### config.mk
export PLATFORM = sky130hd
export DESIGN_NAME = timing_nco
export DESIGN_NICKNAME = d
export VERILOG_FILES = /design/src/rtl/timing_nco.sv
export SDC_FILE = /design/constraint.sdc
export NUM_CORES = 1
export LEC_CHECK = 0
export ABC_AREA = 0
export CORE_UTILIZATION = 55
export CTS_BUF_LIST = sky130_fd_sc_hd__clkbuf_4 sky130_fd_sc_hd__clkbuf_8
export DETAILED_ROUTE_END_ITERATION = 8
export PLACE_DENSITY_LB_ADDON = 0.25
export SLEW_MARGIN = 30
export SYNTH_ARGS = -nofsm -noshare
export SYNTH_HDL_FRONTEND = slang
export SYNTH_SLANG_ARGS = --single-unit
### constraint.sdc
create_clock -name clk -period 5.1 [get_ports clk]
set_input_delay 0.51 -clock clk [delete_from_list [all_inputs] [get_ports clk]]
set_output_delay 0.51 -clock clk [all_outputs]
set_load 0.005 [all_outputs]
### src/rtl/timing_nco.sv
module timing_nco #(
  parameter int ACC_W = 32,
  parameter int PH_W  = 8,
  parameter int AW    = 3
) (
  input  logic             clk,
  input  logic             rst_n,
  input  logic             wr_en,
  input  logic [AW-1:0]    wr_addr,
  input  logic [ACC_W-1:0] wr_data,
  input  logic             ser_valid,
  input  logic             ser_bit,
  input  logic             sync_in,
  output logic             tick,
  output logic [PH_W-1:0]  phase
);
  localparam int SEG = ACC_W / 4;

  logic [5:0]       ctl_q;
  logic [ACC_W-1:0] cen_s, cen_q, off_q, sh_q, acc_q, off_new;
  logic [PH_W-1:0]  ph_s, ph_q;
  logic [2:0]       sy;
  logic             tick_q;

  wire fstb   = wr_en && (wr_addr == AW'(3));
  wire pstb   = wr_en && (wr_addr == AW'(4));
  wire rise   = sy[1] & ~sy[2];
  wire reload = (ctl_q[0] & (fstb | pstb)) | (ctl_q[5] & rise);
  wire [ACC_W-1:0] step = cen_q + (ctl_q[2] ? off_q : '0);
  wire [ACC_W:0]   sum  = {1'b0, acc_q} + {1'b0, step};

  always_comb begin
    case (ctl_q[4:3])
      2'd0:    off_new = {sh_q[SEG-1:0],   {3*SEG{1'b0}}};
      2'd1:    off_new = {sh_q[2*SEG-1:0], {2*SEG{1'b0}}};
      2'd2:    off_new = {sh_q[3*SEG-1:0], {SEG{1'b0}}};
      default: off_new = sh_q;
    endcase
  end

  always_ff @(posedge clk or negedge rst_n) begin
    if (!rst_n) begin
      ctl_q <= '0; cen_s <= '0; ph_s <= '0; sh_q <= '0;
      cen_q <= '0; off_q <= '0; ph_q <= '0; sy <= '0;
    end else begin
      sy <= {sy[1:0], sync_in};
      if (ser_valid) sh_q <= {sh_q[ACC_W-2:0], ser_bit};
      if (fstb) begin
        cen_q <= cen_s;
        off_q <= off_new;
      end
      if (pstb) ph_q <= ph_s;
      if (wr_en) begin
        case (wr_addr)
          AW'(0):  ctl_q <= wr_data[5:0];
          AW'(1):  cen_s <= wr_data;
          AW'(2):  ph_s  <= wr_data[PH_W-1:0];
          default: ;
        endcase
      end
    end
  end

  always_ff @(posedge clk or negedge rst_n) begin
    if (!rst_n) begin
      acc_q <= '0; tick_q <= 1'b0;
    end else if (ctl_q[1] || reload) begin
      acc_q <= '0; tick_q <= 1'b0;
    end else begin
      acc_q <= sum[ACC_W-1:0]; tick_q <= sum[ACC_W];
    end
  end

  assign tick  = tick_q;
  assign phase = acc_q[ACC_W-1 -: PH_W] + ph_q;
endmodule

## After elaboration in Yosys (flattened, before gate mapping)

Cells that the tools add are included.

| storage, ports and cells | value |
|---|---|
| bits of input ports | 41 |
| memories kept | 0 |
| latch bits | 0 |
| output and inout port bits | 9 |
| memory bits (read-only) | 0 |
| RAM bits | 0 |
| register bits | 186 |

| cells by class | value |
|---|---|
| divide/modulo/power cells | 0 |
| reductions and logical operators | 8 |
| multiplexer cells | 4 |
| $add $sub $neg | 3 |
| bitwise logic cells | 6 |
| multiply operators | 0 |
| shifts and indexed selects | 0 |
| $lt $le $gt $ge | 0 |
| eq/ne operators | 6 |

Operators by type and width:

| operator | number |
|---|---|
| $pmux W32 S3 | 1 |
| $mux W32 | 2 |
| $add A32 B32 Y33 | 1 |
| $add A32 B32 Y32 | 1 |
| $add A8 B8 Y8 | 1 |
| $eq A3 B2 Y1 const B | 2 |
| $reduce_and A2 Y1 | 3 |
| $and A1 B1 Y1 | 3 |
| $eq A3 B1 Y1 const B | 1 |
| $eq A3 B3 Y1 const B | 1 |
| $logic_not A3 Y1 | 1 |
| $eq A2 B1 Y1 const B | 1 |
| $eq A2 B2 Y1 const B | 1 |
| $logic_and A1 B1 Y1 | 2 |
| $logic_not A2 Y1 | 1 |
| $or A1 B1 Y1 | 2 |
| $logic_or A1 B1 Y1 | 1 |
| $mux W1 | 1 |
| $not A1 Y1 | 1 |

## Depth between registers and ports, before layout

| depth | value |
|---|---|
| word-level depth | 7 |
| mapped depth | 21 |
| mapped depth without buffers | 21 |

## Worst setup path before layout

OpenSTA, ideal clock, no wires.

| path | value |
|---|---|
| path type | flip-flop to flip-flop |
| start point | register ctl_q[2] |
| end point | register acc_q[30] |
| path slack | 0.739 ns |
| stages on the path, launching flop included | 21 |
| arrival | 4.281 ns |
| required time | 5.021 ns |
| path through | dfrtp_1 > clkbuf_1 > nand2_1 > fa_1 > nand2b_1 > a21o_1 > a21o_1 > a21boi_1 > a31oi_1 > a21boi_0 > a21oi_1 > xnor2_1 > ha_1 > and3_1 > and3_1 > buf_1 > a221o_1 > a21oi_1 > o21ai_0 > a31oi_1 > mux2i_1 |

| on the way | value |
|---|---|
| longest elaborated chain between the ends | 4 |

Ends and longest elaborated chain:

| what | RTL line | text |
|---|---|---|
| start: declaration | 19 | `logic [5:0] ctl_q;` |
| start signal: assignment | 55 | `AW'(0): ctl_q <= wr_data[5:0];` |
| $mux W32 | 29 | `wire [ACC_W-1:0] step = cen_q + (ctl_q[2] ? off_q : '0);` |
| $add A32 B32 Y32 | 29 |  |
| $add A32 B32 Y33 | 30 | `wire [ACC_W:0] sum = {1'b0, acc_q} + {1'b0, step};` |
| $mux W32 | 67 | `end else if (ctl_q[1] \|\| reload) begin` |
| end signal: assignment | 70 | `acc_q <= sum[ACC_W-1:0]; tick_q <= sum[ACC_W];` |
| end: declaration | 20 | `logic [ACC_W-1:0] cen_s, cen_q, off_q, sh_q, acc_q, off_new;` |

Every way passes these cells.
A chain may end at the register's enable or synchronous reset.

## Worst setup path in the final report

Same ends and word-level chain as after synthesis.

==> out/summary.txt <==
status - complete, no violations
clk buf depth - 2
Area after DPL - 11600 um^2
synthesized area - 10800 um^2
final number of setup-violating endpoints - 0
Worst-path clk slew - 0.11 ns
CP bufs+invs - 1
r2r endpoint - acc_q[30]$_DFF_PN0_
PD cells - 513 nW/um^2
Starting DRT DRC Count - 550
register bit total from synthesis - 186
slew margin rel. - 0.344
Worst Setup End Kind - flip-flop
Die Area - 20300 um^2
Fin. Hold Viols - 0
sequential share of the synthesized area - 0.430
critical-path cell list - buf_4 > and2_1 > ha_1 > a21oi_1 > o21a_1 > or3_1 > o21ai_1 > o21bai_2 > o21ai_1 > xor2_1 > ha_1 > a21oi_1 > o21ai_0 > a21o_1 > a221o_1 > a21oi_1 > o21ai_0 > a31oi_1 > mux2i_1
Max VDD drop - 0.290 mV
first drt pass iteration count - 5
post-layout util - 0.634
YS warnings - 0
via density per instance - 5.73
Hold Crit Class - reg -> reg
TNS Setup - 0 ns
Post-synth EDFFs - 0
Worst Path Class, Setup - reg -> reg
H-tree Lvls - 4
Avg Inst Size Synth - 9.92 um^2
P&R area growth vs syn - 11.4%
largest net degree at the start of global routing - 115
number of nets with antenna violations after routing - 0
hold slack - 0.363 ns
Die Span Y - 142 um
Sink Count - 186
routed vias - 8017
CTS root buffer - clkbuf_8
Worst EP required - 5.51 ns
I/O pins - 50
fin crit period - 4.72 ns
Rows - 50
number of global-route vias before repair - 7568
Crit-path slowest cell - dfrtp_1
clock skew - 0.0213 ns
WL per Instance - 17.3 um
Skew-Pair Late Insertion Delay - 0.49 ns
RSZ-0062 raised after global routing - no
Synth Instances - 1092
Leakage Power - 5.69 nW
DRT Wirelength - 24200 um
final instance area - 12100 um^2
Port Buffer Count - 49
Die Wd - 142 um
Max Fclk - 212 MHz
antenna violations before repair - 0
syn nets - 1210
hpwl dp - 17500 um
flop2flop setup slack - 0.38 ns
Startpoint Class - flip-flop
Distinct cells, synth - 68
Num CTS Buffers - 17
GRT Util Overall - 0.254
layout net count - 1245
# diodes - 0
critical path's top delay family - compound AO/OA/AOI/OAI gates
DR DRC count - 0
Initial Util - 0.569
worst slew pin tran - 0.981 ns
CTS tree - done
share of cells above drive strength 1 - 0.151
WP depth - 19
R2R Path Start - ctl_q[2]$_DFFE_PN0P_
area of the core - 19000 um^2
Critical Path Max Stage Delay - 0.38 ns
FFs w/ async S/R, synth - 1.00
max cap viols - 0
Hold Path Sink - sy[1]$_DFF_PN0_
GRT overflow - 0
crit-path most repeated cell - a21oi_1
Tcrit/Tclk final - 0.926
Worst Hold Depth - 0
WP data arrival - 5.13 ns
Slew Limit Fails - 0
Most used DFF post-synth - dfrtp_1
first-pass GRT wire length - 39500 um
Reg2Reg Depth - 19
GPL Wtd Cong - 0.871
Hold Crit Start - sy[0]$_DFF_PN0_
Max FO, Critical Path - 32
## cell usage in the layout (no fill, tap or decap), drive strengths merged, types with 3 or more instances in the layout
cell,synthesis,final
o21ai,50,50
nor2b,13,13
fa,3,3
mux2i,12,12
o21bai,11,11
a41oi,4,4
o31a,3,3
nand4,5,5
nor3,11,11
nand3,21,21
o211ai,3,3
or3,4,4
inv,26,34
mux2,109,109
a21o,24,24
nand2b,10,10
nor4,5,5
nor2,50,50
a21oi,69,69
o21a,10,10
and2,37,37
buf,6,11
a21boi,8,8
a211oi,7,7
xor2,18,18
ha,74,74
and3,9,9
xnor2,36,36
a31oi,6,6
clkdlybuf4s50,0,48
a22oi,8,8
clkinv,0,6
nand2,187,187
clkbuf,38,17
dfrtp,186,186
## report_power, final
group | internal, W | switching (W)
clock network | 0.000386 | 0.000656
registers | 0.00192 | 0.000367
logic | 0.00134 | 0.00152
## cell usage after synthesis (5+ instances only)
cell type,n,area share
inv_1,26,0.0090
a21o_1,24,0.017
xor2_1,18,0.015
and3_1,8,0.0046
and2_1,36,0.021
a21boi_0,7,0.0049
nor2_1,50,0.017
o21a_1,10,0.0069
nand4_1,5,0.0029
a21oi_1,66,0.031
o21bai_1,11,0.0076
o21ai_0,49,0.023
a211oi_1,7,0.0049
nand2_1,187,0.065
xnor2_1,36,0.029
nor2b_1,13,0.0075
a31oi_1,6,0.0035
nand3_1,21,0.0097
dfrtp_1,186,0.43
mux2_2,109,0.11
ha_1,74,0.085
mux2i_1,12,0.011
clkbuf_1,38,0.013
nand2b_1,10,0.0058
buf_1,6,0.0021
a22oi_1,8,0.0055
nor3_1,10,0.0046
nor4_1,5,0.0029
## repair_timing
item | 4_1_cts | 5_1_grt
gates resized for setup | 0 | 4
hold endpoints to repair | 0 | 31
hold buffers | 0 | 1
endpoints found under the setup margin | 0 | 2
buffers inserted | 0 | 1
## routing by layer
| layer | vias up | GRT usage | share of wire |
|---|---|---|---|
| li1 | 3909 | - | - |
| met1 | 3939 | 0.376 | 0.50 |
| met2 | 146 | 0.383 | 0.45 |
| met3 | 23 | 0.0387 | 0.030 |
| met4 | 0 | 0.0775 | 0.019 |
| met5 | - | 0 | 0 |
## worst max-delay path by stage
stage                                    start                  end  slack, ns
after global routing      ctl_q[2]$_DFFE_PN0P_  acc_q[30]$_DFF_PN0_       0.05
after CTS                 ctl_q[2]$_DFFE_PN0P_  acc_q[30]$_DFF_PN0_       0.24
after floorplan           ctl_q[2]$_DFFE_PN0P_  acc_q[30]$_DFF_PN0_       0.74
after detailed placement  ctl_q[2]$_DFFE_PN0P_  acc_q[30]$_DFF_PN0_       0.34
after global placement    ctl_q[2]$_DFFE_PN0P_  acc_q[30]$_DFF_PN0_       0.50
final                     ctl_q[2]$_DFFE_PN0P_  acc_q[30]$_DFF_PN0_       0.38
## registers in the layout (all words and copies together) (netlist names)
name,flops
sh_q,32
ph_s,8
sy,3
ctl_q,6
cen_s,32
cen_q,32
off_q,32
ph_q,8
tick,1
acc_q,32
## per-stage QoR
step / power [W] / setup slack (ns) / cells
6_report: 0.00619 / 0.376 / 1400
2_1_floorplan: 0.00429 / 0.739 / 1092
4_1_cts: 0.00617 / 0.244 / 1397
3_5_place_dp: 0.00511 / 0.337 / 1365
3_3_place_gp: 0.00504 / 0.497 / 1364
5_1_grt: 0.00663 / 0.0531 / 1400
## layout make-up
cell class,count,area (um^2)
fillers,1577,6960
multi-input cells,836,5940
clock buffers,17,234
repair buffers,60,621
well taps,260,325
clock inverters,15,190
flip-flops and latches,186,4660
inverters,26,97.6
## kinds of logic after synthesis
family	synth area share
AND/OR/NAND/NOR	0.153
AO/OA/AOI/OAI	0.134
flip-flops	0.430
multiplexers	0.124
adder cells (fa/ha/maj)	0.0910
buffers and inverters	0.0243
XOR/XNOR	0.0437
Note: power is estimated with default switching activity, not from simulation.
